`src/rtl/refresh_pkg.sv`:
```
// Package: shared constants and types for the refresh sequencer.
// Assumes a queue depth of three and a fixed three-clock refresh cycle.
package refresh_pkg;
    localparam int unsigned CYC_CLKS = 3;
    localparam int unsigned PH_W     = $clog2(CYC_CLKS);
    typedef logic [1:0] pend_t;
    localparam pend_t MAX_PEND = 2'd3;
endpackage

```
`src/rtl/refresh_prescale.sv`:
```
// Module: free-running clock divider; pulses tick_o once every 2**DIV_W clocks.
// Assumes the divider restarts at zero while reset is low.
module refresh_prescale #(
    parameter int unsigned DIV_W = 4
) (
    input  logic clk,
    input  logic rst_n,
    output logic tick_o
);
    logic [DIV_W-1:0] div_q;

    // Count clocks; wraps naturally.
    always_ff @(posedge clk) begin
        if (!rst_n) div_q <= '0;
        else        div_q <= div_q + DIV_W'(1);
    end

    assign tick_o = &div_q;
endmodule

```
`src/rtl/refresh_interval.sv`:
```
// Module: interval down-counter; reloads from the scalar and flags fire_o on expiry.
// Assumes the scalar is sampled during reset and at each reload.
module refresh_interval #(
    parameter int unsigned SCALAR_W = 8
) (
    input  logic                clk,
    input  logic                rst_n,
    input  logic                tick_i,
    input  logic [SCALAR_W-1:0] scalar_i,
    output logic                fire_o
);
    logic [SCALAR_W-1:0] cnt_q;

    // Load on reset, reload on expiry, else step down on each tick.
    always_ff @(posedge clk) begin
        if (!rst_n)              cnt_q <= scalar_i;
        else if (tick_i) begin
            if (cnt_q == '0)     cnt_q <= scalar_i;
            else                 cnt_q <= cnt_q - SCALAR_W'(1);
        end
    end

    assign fire_o = tick_i && (cnt_q == '0);
endmodule

```
`src/rtl/refresh_queue.sv`:
```
// Module: pending-request counter (depth 3) with priority escalation.
// Assumes start_i only occurs while the count is nonzero.
module refresh_queue
    import refresh_pkg::*;
(
    input  logic  clk,
    input  logic  rst_n,
    input  logic  fire_i,
    input  logic  start_i,
    output pend_t pend_o,
    output logic  hipri_o
);
    pend_t pend_q, pend_n;
    logic  hipri_q;
    logic  accept;

    // A new request is kept unless the queue is full and nothing leaves it.
    always_comb begin
        accept = fire_i && ((pend_q != MAX_PEND) || start_i);
        pend_n = pend_q;
        if (accept && !start_i)      pend_n = pend_q + 2'd1;
        else if (!accept && start_i) pend_n = pend_q - 2'd1;
    end

    // Reset preloads the startup burst; escalate on a second waiter, clear on empty.
    always_ff @(posedge clk) begin
        if (!rst_n) begin
            pend_q  <= MAX_PEND;
            hipri_q <= 1'b1;
        end else begin
            pend_q <= pend_n;
            if (pend_n == 2'd0)                hipri_q <= 1'b0;
            else if (accept && pend_q != 2'd0) hipri_q <= 1'b1;
        end
    end

    assign pend_o  = pend_q;
    assign hipri_o = hipri_q;
endmodule

```
`src/rtl/refresh_cycle.sv`:
```
// Module: runs one RAS-only refresh cycle per start and owns the row address.
// Assumes start_i never arrives while a cycle is running. The row is kept
// through reset unless test_mode_i is high.
module refresh_cycle
    import refresh_pkg::*;
#(
    parameter int unsigned BANKS    = 4,
    parameter int unsigned ROW_W    = 10,
    parameter logic [ROW_W-1:0] TEST_ROW = 10'h3FE,
    localparam int unsigned BANK_W  = $clog2(BANKS)
) (
    input  logic              clk,
    input  logic              rst_n,
    input  logic              test_mode_i,
    input  logic [BANK_W-1:0] bank_cnt_i,
    input  logic              start_i,
    output logic              busy_o,
    output logic [BANKS-1:0]  ras_n_o,
    output logic [ROW_W-1:0]  row_o
);
    localparam logic [PH_W-1:0] LAST_PH = PH_W'(CYC_CLKS - 1);

    logic             busy_q;
    logic [PH_W-1:0]  ph_q;
    logic [ROW_W-1:0] row_q;
    logic [BANKS-1:0] populated;

    // One enable per bank: banks up to the configured count are populated.
    for (genvar b = 0; b < BANKS; b++) begin : g_bank
        assign populated[b] = (BANK_W'(b) <= bank_cnt_i);
    end

    // Cycle phase, busy flag and row stepping at cycle end.
    always_ff @(posedge clk) begin
        if (!rst_n) begin
            busy_q <= 1'b0;
            ph_q   <= '0;
            if (test_mode_i) row_q <= TEST_ROW;
        end else if (start_i) begin
            busy_q <= 1'b1;
            ph_q   <= '0;
        end else if (busy_q) begin
            if (ph_q == LAST_PH) begin
                busy_q <= 1'b0;
                row_q  <= row_q + ROW_W'(1);
            end else begin
                ph_q <= ph_q + PH_W'(1);
            end
        end
    end

    assign busy_o  = busy_q;
    assign ras_n_o = busy_q ? ~populated : '1;
    assign row_o   = row_q;
endmodule

```
`src/rtl/dram_refresh_seq.sv`:
```
// Module: top of the refresh timer and sequencer. Joins prescaler, interval
// counter, request queue and cycle generator; handshakes with the arbiter.
// Assumes grant_i is only meaningful while req_o is high.
module dram_refresh_seq
    import refresh_pkg::*;
#(
    parameter int unsigned DIV_W    = 4,
    parameter int unsigned SCALAR_W = 8,
    parameter int unsigned BANKS    = 4,
    parameter int unsigned ROW_W    = 10,
    parameter logic [ROW_W-1:0] TEST_ROW = 10'h3FE,
    localparam int unsigned BANK_W  = $clog2(BANKS)
) (
    input  logic                clk,
    input  logic                rst_n,
    input  logic [SCALAR_W-1:0] scalar_i,
    input  logic [BANK_W-1:0]   bank_cnt_i,
    input  logic                test_mode_i,
    input  logic                grant_i,
    output logic                req_o,
    output logic                hipri_o,
    output logic [BANKS-1:0]    ras_n_o,
    output logic [ROW_W-1:0]    row_o
);
    logic  tick, fire, start, busy;
    pend_t pend;

    refresh_prescale #(.DIV_W(DIV_W)) u_pre (
        .clk(clk), .rst_n(rst_n), .tick_o(tick)
    );

    refresh_interval #(.SCALAR_W(SCALAR_W)) u_ivl (
        .clk(clk), .rst_n(rst_n), .tick_i(tick), .scalar_i(scalar_i), .fire_o(fire)
    );

    refresh_queue u_queue (
        .clk(clk), .rst_n(rst_n), .fire_i(fire), .start_i(start),
        .pend_o(pend), .hipri_o(hipri_o)
    );

    refresh_cycle #(.BANKS(BANKS), .ROW_W(ROW_W), .TEST_ROW(TEST_ROW)) u_cyc (
        .clk(clk), .rst_n(rst_n), .test_mode_i(test_mode_i), .bank_cnt_i(bank_cnt_i),
        .start_i(start), .busy_o(busy), .ras_n_o(ras_n_o), .row_o(row_o)
    );

    // Request while work waits and the strobes are idle; start on grant.
    assign req_o = (pend != 2'd0) && !busy;
    assign start = req_o && grant_i;
endmodule

```
`config.mk`:
```
export PLATFORM = sky130hd
export DESIGN_NAME = dram_refresh_seq
export DESIGN_NICKNAME = d
export VERILOG_FILES = /design/src/rtl/refresh_pkg.sv /design/src/rtl/refresh_prescale.sv /design/src/rtl/refresh_interval.sv /design/src/rtl/refresh_queue.sv /design/src/rtl/refresh_cycle.sv /design/src/rtl/dram_refresh_seq.sv
export SDC_FILE = /design/constraint.sdc
export NUM_CORES = 1
export LEC_CHECK = 0
export BUFFER_PORTS_ARGS = -buffer_cell sky130_fd_sc_hd__buf_2
export CAP_MARGIN = 20
export CORE_MARGIN = 2
export CORE_UTILIZATION = 50
export CTS_BUF_LIST = sky130_fd_sc_hd__clkbuf_4
export DETAILED_ROUTE_END_ITERATION = 8
export PLACE_DENSITY = 0.77
export SLEW_MARGIN = 15
export SYNTH_ARGS = -nofsm -noshare
export SYNTH_HDL_FRONTEND = slang
export SYNTH_SLANG_ARGS = --single-unit
```
`constraint.sdc`:
```
create_clock -name clk -period 1.69 [get_ports clk]
set_input_delay 0.338 -clock clk [delete_from_list [all_inputs] [get_ports clk]]
set_output_delay 0.338 -clock clk [all_outputs]
set_load 0.1 [all_outputs]
```
==> results_dict.tcl, run 1 <==
set metrics [dict create \
    status "complete, no violations" \
    p_leak_uw 0.000720 \
    synth_ff_type "edfxtp_1" \
    synth_compound_area_frac 0.0890 \
    grt_pass1_wl_um 4660 \
    netlist_area_um2 1480 \
    syn_nets 166 \
    vias 1149 \
    htreeDepth 1 \
    ys_types 31 \
    min_path_type "in2reg" \
    drt_iter0_drc 41 \
    timing.rr.start "u_ivl.cnt_q[3]" \
    rsz0062_at_grt "true" \
    tightestPinTransition_ns 0.494 \
    synth_area_leaders "edfxtp_1 (37%), dfxtp_1 (14%), ha_1 (5.9%)" \
    synth_top_family_by_area "simple AND/OR/NAND/NOR gates" \
    die_x_um 58.3 \
    synth.avg_cell_area_um2 10.2 \
    yosysSeqAreaShare 0.502 \
    synth_adder_area_share 0.0593 \
    ctsLongestPathBuffers 2 \
    period_needed_ns 1.68 \
    drc 0 \
    whs_ns 0.272 \
    report.final.setup_viol 0 \
    hold_start "scalar_i[3]" \
    die-area_um2 3400 \
    p_total_uw 1830 \
    reg2reg_depth 5 \
    wl_met1_um 1270 \
    async_reset_ff_frac 0 \
    crit_path_start_kind "register" \
    viasPerCell 5.34 \
    crit_buf_inv 0 \
    endpoint_kind "register" \
    r2r-end "u_queue.hipri_o" \
    cp.required_ns 1.92 \
    worstPathMaxFanout 4 \
    postRouteAntennaNets 0 \
    place_congestion 0.767 \
    finish.utilization 0.645 \
    io_buffers 29 \
    max_stage_delay_ns 0.48 \
    drive_gt1_frac 0.288 \
    cp_slowest_cell "edfxtp_1" \
    muxShareOfSynthArea 0.00678 \
    cts_tree "yes" \
    dr.pass1.iters 4 \
    slew_violations 0 \
    synth-warning-count 0 \
    fmax_ghz 0.595 \
    synth-simple-area-share 0.214 \
    wl_met2_um 1430 \
    start_util 0.531 \
    dr_wl_met3_um 89 \
    cts-root-buf "clkbuf_4" \
    antenna_found_initial 0 \
    numCtsBuffers 3 \
    reg2reg_slack_ns 0.01 \
    dpl.hpwl_um 2100 \
    dpl_cell_area_um2 1730 \
    grt_usage 0.178 \
    synth_seq_cells 28 \
    routed.top_layer "met4" \
    maxCapViolCount 0 \
    finalInstanceArea_um2 1790 \
    synth_top_area_frac 0.366 \
    synth-edff-count 18 \
    cp_cell_sequence "nor4_4 > and4_4 > mux2i_1 > xnor2_1 > a21oi_1" \
    worstSkewPairLatency_ns 0.33 \
    powerDensity_nw_per_um2 1020 \
    fp.coreArea_um2 2780 \
    grt_max_degree 17 \
    grt-ovfl-total 0 \
    synth_top_cell_by_area "edfxtp_1" \
    hold_viol_final 0 \
    min_path_cells 2 \
    cts-hold-fix-buffers 0 \
    synth_cells 145 \
    finalNetCount 206 \
    arrival_ns 1.91 \
    ir_drop_v 0.000924 \
    syn2layout_area_growth_pct 21.4 \
    synth_xor_area_frac 0.101 \
    crit_family "simple AND/OR/NAND/NOR gates" \
    max_slew_margin 0.673 \
    path_clk_slew_ns 0.14 \
    path_class "reg2reg" \
    antenna_cells 0 \
    min_period_over_period 0.994 \
    wl_per_cell_um 13.1 \
    grt_pass1_vias 1106 \
    finClkSkew_ns 0.00531 \
    ios 30 \
    row_count 19 \
    cts_sinks 28 \
    die_h_um 58.3 \
    routed_wl_um 2830 \
    whs_endpoint "u_ivl.cnt_q[3]" \
]
-- metrics by stage --
| step | worst slack, ns | cells | setup TNS (ns) |
|---|---|---|---|
| final | 0.00994 | 215 | 0 |
| after global routing | -0.0755 | 215 | -0.153 |
| after CTS | 0.00587 | 214 | 0 |
| after detailed placement | 0.0349 | 210 | 0 |
| after global placement | 0.0798 | 210 | 0 |
| after floorplan | -0.398 | 145 | -1.99 |
-- kinds of logic (layout without fill, tap and decap cells) --
group | Yosys count | in the layout
adder cells (fa/ha/maj) | 7 | 7
flip-flops | 28 | 28
AO/OA/AOI/OAI | 22 | 22
XOR/XNOR | 17 | 17
buffers and inverters | 11 | 50
AND/OR/NAND/NOR | 59 | 59
multiplexers | 1 | 1
-- repair_timing --
| item | 4_1_cts | 5_1_grt |
|---|---|---|
| setup buffers | 1 | 1 |
| pin swaps | 1 | 0 |
| setup endpoints to repair | 1 | 5 |
| gates resized for setup | 6 | 3 |
-- synthesized netlist by cell type (2+ instances only) --
cell type	number
inv_1	8
nand2b_1	3
and2_1	3
dfxtp_1	10
a21oi_1	2
ha_1	7
o21ai_1	9
nand2_1	21
xnor2_1	9
edfxtp_1	18
nor2b_1	2
nand3_1	10
and3_1	5
o21ai_0	2
clkbuf_1	2
nor2_1	9
xor2_1	8
o211ai_1	2
a211oi_1	3
-- final cells by class --
cell class / count / area (um2)
fill: 228 / 988
sequential: 28 / 744
multi-input combinational: 106 / 719
timing repair buffer: 38 / 230
tap: 31 / 38.8
clock buffer: 4 / 30.0
inverter: 8 / 30.0
-- worst max path at each step --
stage	from	to	slack [ns]	cells after the start
2_1_floorplan	u_cyc.row_o[0]	u_cyc.row_o[8]	-0.40	5
3_3_place_gp	u_ivl.cnt_q[2]	u_queue.hipri_o	0.08	5
3_5_place_dp	u_ivl.cnt_q[3]	u_queue.hipri_o	0.03	5
4_1_cts	u_ivl.cnt_q[3]	u_queue.hipri_o	0.006	5
5_1_grt	u_ivl.cnt_q[2]	u_queue.hipri_o	-0.08	5
6_report	u_ivl.cnt_q[3]	u_queue.hipri_o	0.01	5
-- cell usage in the layout, fill, tap and decap left out, types with 6 or more instances in the layout --
master,netlist,layout
buf_2,1,27
buf_4,0,9
dfxtp_1,10,7
edfxtp_1,18,18
ha_1,7,6
inv_1,8,6
nand2_1,21,21
nand3_1,10,10
nor2_1,9,8
o21ai_1,9,10
xnor2_1,9,9
xor2_1,8,8
-- where the power goes --
group | switching, uW | internal, uW | total [uW]
Combinational | 456 | 211 | 668
Clock | 189 | 109 | 297
Sequential | 59.2 | 807 | 866
Total | 704 | 1130 | 1830
-- per-layer routing --
metal | vias up | GRT usage
li1 | 584 | -
met1 | 543 | 0.229
met2 | 18 | 0.300
met3 | 4 | 0.0308
met4 | 0 | 0.0631
met5 | - | 0
-- sequential cells by signal, indices dropped and copies added, names as in the netlist --
register / cells
u_cyc.ph_q: 2
u_pre.div_q: 4
u_ivl.cnt_q: 8
u_cyc.row_o: 10
u_queue.pend_o: 2
u_cyc.busy_o: 1
u_queue.hipri_o: 1
Power figures use the tool's default switching activity.
==> run 2, diff against run 1 <==
--- a/config.mk
+++ b/config.mk
@@ -5,13 +5,14 @@
 export SDC_FILE = /design/constraint.sdc
 export NUM_CORES = 1
 export LEC_CHECK = 0
+export ABC_AREA = 1
 export BUFFER_PORTS_ARGS = -buffer_cell sky130_fd_sc_hd__buf_2
 export CAP_MARGIN = 20
 export CORE_MARGIN = 2
 export CORE_UTILIZATION = 50
 export CTS_BUF_LIST = sky130_fd_sc_hd__clkbuf_4
 export DETAILED_ROUTE_END_ITERATION = 8
-export PLACE_DENSITY = 0.77
+export PLACE_DENSITY_LB_ADDON = 0.1
 export SLEW_MARGIN = 15
 export SYNTH_ARGS = -nofsm -noshare
 export SYNTH_HDL_FRONTEND = slang
==> results_dict.tcl, run 2 <==
set metrics [dict create \
    whs_endpoint "u_ivl.cnt_q[3]" \
    row_count 19 \
    reg2reg_depth 8 \
    routed_wl_um 2730 \
    syn2layout_area_growth_pct 25.1 \
    grt_pass1_wl_um 4530 \
    final_cell_mix "buf_2 (28), nand2_1 (22), nor2_1 (19), inv_1 (18), edfxtp_1 (18)" \
    finalNetCount 226 \
    place_congestion 0.804 \
    htreeDepth 1 \
    fp.coreArea_um2 2810 \
    period_needed_ns 1.60 \
    min_path_cells 3 \
    hold_viol_final 0 \
    antenna_found_initial 0 \
    finish.utilization 0.673 \
    tns_ns 0 \
    finalInstanceArea_um2 1890 \
    arrival_ns 1.26 \
    drive_gt1_frac 0.333 \
    powerDensity_nw_per_um2 873 \
    start_util 0.538 \
    synth_top_cell_by_area "edfxtp_1" \
    grt_pass1_vias 1080 \
    fmax_ghz 0.625 \
    synth_top_area_frac 0.358 \
    dpl.hpwl_um 2120 \
    postRouteAntennaNets 0 \
    r2r-end "u_ivl.cnt_q[6]" \
    viasPerCell 5.09 \
    p_leak_uw 0.000831 \
    grt_max_degree 17 \
    die_h_um 58.9 \
    synth_cells 166 \
    cts-hold-fix-buffers 0 \
    vias 1197 \
    slew_violations 0 \
    status "finished, violations left" \
    largest_reg_flops 10 \
    endpoint_kind "output pin" \
    async_reset_ff_frac 0 \
    final_cells 235 \
    synth_area_leaders "edfxtp_1 (36%), dfxtp_1 (13%), ha_1 (5.8%)" \
    report.final.setup_viol 0 \
    cts_tree "yes" \
    worstPathMaxFanout 2 \
    synthTopCellsByCount "nand2_1 (23), inv_1 (20), nor2_1 (19)" \
    max_slew_margin 0.645 \
    synth_ff_type "edfxtp_1" \
    die-area_um2 3470 \
    synth-edff-count 18 \
    reg2reg_slack_ns 0.12 \
    drt_iter0_drc 54 \
    synth_seq_cells 28 \
    ir_drop_v 0.000483 \
    io_buffers 29 \
    tightestPinTransition_ns 0.532 \
    wl_per_cell_um 11.6 \
    worstSkewPairLatency_ns 0.33 \
    cts_sinks 28 \
    numCtsBuffers 3 \
    dr.pass1.iters 6 \
    cts-root-buf "clkbuf_4" \
    finClkSkew_ns 0.00255 \
    dp_cells 228 \
    ys_types 26 \
    ctsLongestPathBuffers 2 \
    dp_slack_ns 0.0712 \
    crit_path_start_kind "register" \
    path_class "reg2out" \
    drc 1 \
    grt-ovfl-total 0 \
    path_clk_slew_ns 0.15 \
    cp.required_ns 1.35 \
    hold_start "scalar_i[3]" \
    grt_usage 0.171 \
    min_path_type "in2reg" \
    netlist_area_um2 1510 \
    yosysMostFrequentCell "nand2_1" \
    layout_commonest_cell "buf_2" \
    timing.rr.start "u_ivl.cnt_q[0]" \
    maxCapViolCount 0 \
    synth.avg_cell_area_um2 9.09 \
    violations "DRC" \
    ios 30 \
    synth-warning-count 0 \
    min_period_over_period 0.947 \
    antenna_cells 0 \
    syn_nets 187 \
    dpl_cell_area_um2 1810 \
    yosysSeqAreaShare 0.491 \
    die_x_um 58.9 \
    setup_ws_ns 0.0892 \
]
-- run 2: cell types whose count changed in the layout (fill, tap and decap cells not counted), moves of 5 or more --
cell     delta
inv_1      +12
and3_1      -5
nor2_1     +11
a21oi_1     +7
o21ai_0    +10
o21ai_1     -6
-- run 2: worst max-delay path by stage --
stage,start,to,slack (ns),cells past startpoint
detailed placement,u_ivl.cnt_q[0],u_ivl.cnt_q[5],0.07,8
CTS,u_ivl.cnt_q[0],u_ivl.cnt_q[5],0.05,8
floorplan,u_cyc.row_o[1],u_cyc.row_o[8],-0.45,6
finish,u_queue.pend_o[1],req_o,0.09,4
global placement,u_ivl.cnt_q[0],u_ivl.cnt_q[5],0.14,8
global route,u_ivl.cnt_q[0],u_ivl.cnt_q[5],-0.01,8
-- run 2: layer usage --
layer | track usage | vias up | share of wire
li1 | - | 627 | -
met1 | 0.235 | 543 | 0.46
met2 | 0.283 | 23 | 0.49
met3 | 0.0198 | 4 | 0.033
met4 | 0.0487 | 0 | 0.012
met5 | 0 | - | 0
-- run 2: what timing repair did --
item / CTS / global route
gates resized for setup: 0 / 2
setup endpoints to repair: 0 / 6
setup buffers: 0 / 3
-- run 2: final cells by class --
type / instances / area [um2]
Timing Repair Buffer: 36 / 213
Inverter: 22 / 88.8
Tap cell: 31 / 38.8
Clock inverter: 1 / 30.0
Sequential cell: 28 / 746
Multi-Input combinational cell: 114 / 749
Fill cell: 225 / 917
Clock buffer: 3 / 22.5
-- run 2: through the flow --
step / power, uW / hold slack, ns
after floorplan: 1130 / 0.418
after global placement: 1210 / 0.427
after detailed placement: 1220 / 0.444
after CTS: 1650 / 0.279
after global routing: 1720 / 0.297
final: 1650 / 0.285
-- run 2: kinds of logic (layout without fill, tap and decap cells) --
family,Yosys count,in the layout,share of synthesized area
AO/OA/AOI/OAI,28,28,0.0962
XOR/XNOR,9,9,0.0522
adder cells (fa/ha/maj),7,7,0.0580
buffers and inverters,24,62,0.0597
flip-flops,28,28,0.491
AND/OR/NAND/NOR,70,70,0.243
-- run 2: worst max-delay path, cell delays in order, from the launching register on --
cell	delay, ns
dfxtp_1	0.36
inv_1	0.08
ha_4	0.17
nor2_4	0.13
buf_12	0.19
-- run 2: report_power, final --
part	total (uW)	switching [uW]	internal [uW]
combinational	394	278	116
clock	437	197	240
sequential	817	39.4	777
total	1650	515	1130
==> run 3, diff against run 2 <==
--- a/config.mk
+++ b/config.mk
@@ -8,11 +8,14 @@
 export ABC_AREA = 1
 export BUFFER_PORTS_ARGS = -buffer_cell sky130_fd_sc_hd__buf_2
 export CAP_MARGIN = 20
+export CELL_PAD_IN_SITES_DETAIL_PLACEMENT = 0
+export CELL_PAD_IN_SITES_GLOBAL_PLACEMENT = 1
 export CORE_MARGIN = 2
-export CORE_UTILIZATION = 50
+export CORE_UTILIZATION = 38
 export CTS_BUF_LIST = sky130_fd_sc_hd__clkbuf_4
 export DETAILED_ROUTE_END_ITERATION = 8
 export PLACE_DENSITY_LB_ADDON = 0.1
+export REMOVE_ABC_BUFFERS = 1
 export SLEW_MARGIN = 15
 export SYNTH_ARGS = -nofsm -noshare
 export SYNTH_HDL_FRONTEND = slang
==> results_dict.tcl, run 3 (synthesis gave the netlist of run 2 again) <==
set metrics [dict create \
    worstPathMaxFanout 6 \
    vias 1196 \
    final_cells 252 \
    drive_gt1_frac 0.304 \
    timing.rr.start "u_ivl.cnt_q[0]" \
    ctsLongestPathBuffers 2 \
    cts_tree "yes" \
    tightestPinTransition_ns 0.489 \
    grt_max_degree 17 \
    cts-hold-fix-buffers 0 \
    min_period_over_period 0.942 \
    antenna_cells 0 \
    syn2layout_area_growth_pct 25.0 \
    period_needed_ns 1.59 \
    final_cell_mix "buf_2 (27), nand2_1 (22), inv_1 (19), nor2_1 (19), edfxtp_1 (18)" \
    path_clk_slew_ns 0.15 \
    cp_common_cell "inv_1" \
    rsz0062_at_grt "true" \
    worstSkewPairLatency_ns 0.33 \
    hold_start "scalar_i[2]" \
    cts_sinks 28 \
    drt_iter0_drc 45 \
    status "complete, no violations" \
    postRouteAntennaNets 0 \
    dp_cells 247 \
    finish.utilization 0.504 \
    place_congestion 0.868 \
    io_buffers 29 \
    tns_ns 0 \
    die_x_um 67.0 \
    grt_usage 0.143 \
    dr.pass1.iters 4 \
    finalNetCount 226 \
    powerDensity_nw_per_um2 873 \
    endpoint_kind "register" \
    crit_buf_inv 3 \
    cp_cell_sequence "inv_1 > ha_1 > nand2_2 > nor2_8 > nor2_4 > buf_12 > o21ai_0 > inv_1" \
    layout_commonest_cell "buf_2" \
    fmax_ghz 0.628 \
    maxCapViolCount 0 \
    crit_path_start_kind "register" \
    start_util 0.403 \
    max_stage_delay_ns 0.44 \
    largest_reg_flops 10 \
    die_h_um 67.0 \
    grt_pass1_wl_um 4880 \
    dpl.hpwl_um 2150 \
    min_path_type "in2reg" \
    htreeDepth 1 \
    grt-ovfl-total 0 \
    max_slew_margin 0.676 \
    antenna_found_initial 0 \
    cp.required_ns 1.80 \
    hold_viol_final 0 \
    die-area_um2 4490 \
    viasPerCell 4.75 \
    numCtsBuffers 3 \
    grt_pass1_vias 1133 \
    crit_family "flip-flops" \
    fillers 383 \
    row_count 22 \
    multiInputGateArea_um2 708 \
    p_leak_uw 0.000838 \
    cp_slowest_cell "edfxtp_1" \
    routed_wl_um 2800 \
    reg2reg_slack_ns 0.1 \
    startpoint "u_ivl.cnt_q[0]" \
    cts-root-buf "clkbuf_4" \
    wl_per_cell_um 11.1 \
    register_area_um2 743 \
    finClkSkew_ns 0.000738 \
    ios 30 \
    drc 0 \
    fp.coreArea_um2 3740 \
    path_class "reg2reg" \
    ir_drop_v 0.000371 \
    report.final.setup_viol 0 \
    arrival_ns 1.70 \
    slew_violations 0 \
]
## run 3: power breakdown
part | internal (uW) | switching [uW] | leakage, uW
Combinational | 118 | 274 | 0.000564
Sequential | 777 | 36.5 | 0.000246
Clock | 240 | 200 | 0.0000279
Total | 1140 | 511 | 0.000838
## run 3: worst paths after layout
kind / depth (start not counted) / to
max reg2reg: 8 / u_ivl.cnt_q[4]
max: 8 / u_ivl.cnt_q[4]
min: 3 / u_ivl.cnt_q[2]
min reg2reg: 1 / u_pre.div_q[0]
## run 3: cell type report
class | count | share of cell area
Clock buffer | 3 | 0.0119
Clock inverter | 1 | 0.0159
Inverter | 22 | 0.0438
Multi-Input combinational cell | 114 | 0.375
Sequential cell | 28 | 0.394
Tap cell | 48 | 0.0318
Timing Repair Buffer | 36 | 0.127
## run 3: layer usage
metal | track usage | up-vias | share of wire | routed length (um)
met5 | 0 | - | 0 | 0
met4 | 0.0536 | 0 | 0.010 | 29
met3 | 0.0253 | 2 | 0.037 | 104
met2 | 0.231 | 20 | 0.46 | 1300
met1 | 0.189 | 550 | 0.49 | 1370
li1 | - | 624 | - | -
## run 3: tightest hold or removal path, delay by kind of cell
kind / cells / cell delay, ns
simple gates: 1 / 0.04
buf+inv: 1 / 0.07
compound gates: 1 / 0.05
## run 3: timing repair
item / in CTS / in global routing
setup buffers: 0 / 2
pin swaps: 2 / 1
endpoints found under the setup margin: 1 / 5
resized for setup: 6 / 3
## run 3: metrics by stage
stage          hold WS (ns)  total power [uW]  setup WS [ns]  area (um2)
6_report              0.277              1650         0.0981        1890
5_1_grt               0.266              1740        -0.0252        1890
4_1_cts               0.257              1670        0.00363        1850
3_5_place_dp          0.441              1210         0.0612        1780
3_3_place_gp          0.430              1200          0.134        1780
2_1_floorplan         0.418              1110          -1.10        1500
